**src/rtl/nibble_alu_core.sv**
```systemverilog
module nibble_alu_core #(
  parameter int W = 4
) (
  input  logic         clk,
  input  logic         rst,
  input  logic [2:0]   op,
  input  logic [W-1:0] din,
  output logic [W-1:0] a_q,
  output logic [W-1:0] b_q,
  output logic [W-1:0] c_q,
  output logic         ovf_q,
  output logic         gt_q
);
  localparam logic [2:0] OP_CLR = 3'd0, OP_LDA = 3'd1, OP_LDB = 3'd2, OP_CPY = 3'd3,
                         OP_ADD = 3'd4, OP_SHL = 3'd5, OP_CMP = 3'd6, OP_AND = 3'd7;

  logic         clr, en_a, en_b, en_c, b_from_c, en_ovf, en_gt;
  logic [1:0]   c_sel;
  logic [W:0]   sum;
  logic [W-1:0] shl, conj, c_nxt, b_nxt;

  assign clr      = rst || (op == OP_CLR);
  assign en_a     = (op == OP_LDA);
  assign en_b     = (op == OP_LDB) || (op == OP_CPY);
  assign b_from_c = (op == OP_CPY);
  assign en_c     = (op == OP_ADD) || (op == OP_SHL) || (op == OP_AND);
  assign en_ovf   = (op == OP_ADD);
  assign en_gt    = (op == OP_CMP);
  assign c_sel    = (op == OP_ADD) ? 2'd0 : (op == OP_SHL) ? 2'd1 : 2'd2;

  assign sum  = {1'b0, a_q} + {1'b0, b_q};
  assign shl  = b_q << din[W-1:W-2];
  assign conj = a_q & b_q;

  always_comb begin
    case (c_sel)
      2'd0:    c_nxt = sum[W-1:0];
      2'd1:    c_nxt = shl;
      2'd2:    c_nxt = conj;
      default: c_nxt = '0;
    endcase
  end

  assign b_nxt = b_from_c ? c_q : din;

  always_ff @(posedge clk) begin
    if (clr) begin
      a_q   <= '0;
      b_q   <= '0;
      c_q   <= '0;
      ovf_q <= 1'b0;
      gt_q  <= 1'b0;
    end else begin
      if (en_a)   a_q   <= din;
      if (en_b)   b_q   <= b_nxt;
      if (en_c)   c_q   <= c_nxt;
      if (en_ovf) ovf_q <= sum[W];
      if (en_gt)  gt_q  <= (a_q > b_q);
    end
  end
endmodule


```
**config.mk**
```make
export PLATFORM = sky130hd
export DESIGN_NAME = nibble_alu_core
export DESIGN_NICKNAME = d
export VERILOG_FILES = /design/src/rtl/nibble_alu_core.sv
export SDC_FILE = /design/constraint.sdc
export NUM_CORES = 1
export LEC_CHECK = 0
export BUFFER_PORTS_ARGS = -buffer_cell sky130_fd_sc_hd__buf_2
export CORE_MARGIN = 1.5
export CORE_UTILIZATION = 49
export CTS_BUF_LIST = sky130_fd_sc_hd__clkbuf_4
export CTS_CLUSTER_SIZE = 16
export DETAILED_ROUTE_END_ITERATION = 6
export MAX_ROUTING_LAYER = met4
export PLACE_DENSITY_LB_ADDON = 0.3
export SYNTH_ARGS = -nofsm -noshare
export SYNTH_HDL_FRONTEND = slang
export SYNTH_SLANG_ARGS = --single-unit
```
**constraint.sdc**
```tcl
create_clock -name clk -period 1.57 [get_ports clk]
set_input_delay 0.314 -clock clk [delete_from_list [all_inputs] [get_ports clk]]
set_output_delay 0.314 -clock clk [all_outputs]
set_load 0.005 [all_outputs]
```
==> impl_metrics.csv <==
group,metric,value,unit
clocking,cts_buffers,3,
clocking,ctsHoldBuffers,0,
global_routing,grt_pass1_wl,4.00,mm
power,clkPwrFrac,26.6,%
floorplan,dieWidth,46.6,um
critical_path,setup.worst_path.class,"flop to flop",
power,ir_drop,450,uV
detailed_routing,wl,2.56,mm
layout,drive_above_1_share,35.2,%
critical_path,cp_data_arrival_time,1700,ps
synth,yosysWarnings,0,
synth,netlist_area,932,sq um
clocking,clk_pin_slew,90,ps
detailed_routing,drc_errors,0,
synth,ys_seq_area_share,30.1,%
layout,fin_nets,162,
place,place_ws,-17.7,ps
floorplan,top_level_ports,23,
layout,area_growth,27.0,%
critical_path,end_kind,"flop",
critical_path,critPathLaunchType,"flop",
detailed_routing,wire_per_inst,15.3,um
timing,hold_slack,285,ps
clocking,cts_buffer_depth,2,
place,place.gp.congestion,0.952,
clocking,htree_levels,1,
hold_path,hold_class,"input pin to flop",
power,pwr-share-seq,48.2,%
detailed_routing,vias,967,
floorplan,die-area,0.00217,sq mm
synth,yosys.area.top_type,"dfxtp_1",
global_routing,grt_antenna_before_repair,0,
global_routing,grt-ovfl-total,0,
layout,final_common_cell,"buf_2",
layout,diodes,0,
timing,post-route-period-util,97.0,%
timing,fin_ws,46.4,ps
timing,fmax,0.656,GHz
power,p_per_area,679,mW/mm^2
timing,skew,1.25,ps
layout,most-common-layout-cells,"buf_2, nor2_1, o21ai_0, buf_4, dfxtp_1",
power,sw_frac_of_total,30.8,%
run_status,status,"finished, final reports clean",
clocking,clkLatencyLatePin,280,ps
timing,tightest_slew,428,ps
timing,min_period,1520,ps
floorplan,die_y,46.6,um
timing,slew_headroom,71.3,%
timing,setup_viol,0,
place,io_buffers,22,
global_routing,track_usage,27.0,%
power,p_int,0.556,mW
power,p_sw,0.247,mW
layout,utilization,67.1,%
job,drv_cap,0,
clocking,clock-root-buffer,"clkbuf_4",
floorplan,initial_utilization,52.8,%
timing,slew_viol_final,0,
synth,synth.net_count,129,
clocking,clkSinkCount,14,
detailed_routing,vias_per_cell,5.79,
timing,tns,0,ps
synth,synth_top_area_share,30.1,%
detailed_routing,drtIter0Drc,38,
synth,ys_ff_latch,14,
power,share_comb_of_total_power,25.2,%
global_routing,grt_pass1_vias,898,
power,p_leak,0.535,nW
timing,hold_viol,0,
critical_path,critical_path_required,1740,ps
global_routing,grt_max_degree,14,
floorplan,row_count,15,
clocking,tritoncts,"built",
synth,ys_types,33,
floorplan,core_area,0.00176,sq mm
synth,netlist_instances,111,
detailed_routing,ant_nets,0,
critical_path,critPathMaxFanout,4,
place,dpl.hpwl,1.92,mm
synth,synth.area.top_cells,"dfxtp_1, ha_1, o21ai_0, mux2i_1, a21oi_1",
synth,syn_avg_cell_area,8.40,sq um
detailed_routing,drt-pass1-iter-count,4,
## cell usage after synthesis
| cell | number |
|---|---|
| o22ai_1 | 2 |
| nor3_1 | 2 |
| a21oi_1 | 9 |
| xnor2_1 | 2 |
| clkbuf_1 | 1 |
| nand2_1 | 2 |
| fa_1 | 1 |
| buf_6 | 1 |
| nand3_1 | 3 |
| and4_1 | 1 |
| or3_1 | 1 |
| nor2b_1 | 3 |
| inv_1 | 9 |
| mux4_2 | 1 |
| a21o_1 | 1 |
| a221oi_1 | 1 |
| a211oi_1 | 4 |
| a2111o_1 | 1 |
| ha_1 | 8 |
| or4_1 | 1 |
| or2_2 | 1 |
| mux2i_1 | 5 |
| nor2_1 | 11 |
| o211ai_1 | 3 |
| o2111ai_1 | 1 |
| buf_4 | 1 |
| nand2b_1 | 1 |
| a31oi_1 | 4 |
| nand3b_1 | 2 |
| buf_2 | 2 |
| and3_1 | 1 |
| dfxtp_1 | 14 |
| o21ai_0 | 11 |
## power groups by stage
stage / registers, mW / logic [mW] / clock network, mW
floorplan: 0.398 / 0.110 / 0
global placement: 0.392 / 0.187 / 0
detailed placement: 0.393 / 0.192 / 0
CTS: 0.385 / 0.194 / 0.212
global route: 0.389 / 0.224 / 0.230
finish: 0.387 / 0.203 / 0.214
## kinds of logic after synthesis
| logic type | share of synthesized area (%) |
|---|---|
| xor gates and xnor gates | 1.88 |
| DFF | 30.1 |
| adders and majority gates | 12.9 |
| buffers and inverters | 7.11 |
| and+or+nand+nor | 16.0 |
| muxes | 7.79 |
| AOI/OAI and AO/OA | 24.3 |
## layer usage
| metal | global-route usage (%) | part of all wire (%) | up-vias |
|---|---|---|---|
| li1 | - | - | 467 |
| met2 | 41.9 | 50 | 37 |
| met3 | 3.14 | 5.6 | 6 |
| met4 | 11.1 | 1.7 | 0 |
| met1 | 35.5 | 43 | 457 |
| met5 | - | 0 | - |
## worst paths after layout
path,depth (start not counted),start,endpoint,slack (ps)
min,2,rst,a_q[1],290
min reg2reg,2,ovf_q,ovf_q,500
max reg2reg,6,a_q[0],ovf_q,50
max,6,a_q[0],ovf_q,50
## worst max-delay path: stages, from the launching register on
cell and delay, ps:
dfxtp_2 340, ha_2 210, fa_2 370, nand2b_1 90, a21oi_1 60, o2111ai_1 230
a21oi_1 110
## flip-flops by register name (all words and copies together), names as in the netlist
register,count
gt_q,1
ovf_q,1
b_q,4
c_q,4
a_q,4
## through the flow
stage,std cells,cell area (sq um),power [mW]
finish,167,1180,0.804
global route,167,1180,0.843
CTS,167,1150,0.791
detailed placement,164,1120,0.585
global placement,164,1120,0.580
floorplan,111,932,0.508
## cell type report
class,count,area (sq um)
clock buffer,3,22.5
fill,167,581
inverter,9,33.8
multi-input combinational,83,618
sequential,14,285
tap,25,31.3
timing repair buffer,33,193
## repair_timing
action                                  CTS  global route
endpoints found under the setup margin    2             4
cloned                                    0             0
gates resized for setup                   2            10
pin swaps                                 1             3
buffers inserted                          0             0
endpoints found under the hold margin     0             0
(Power assumes the default switching activity.)
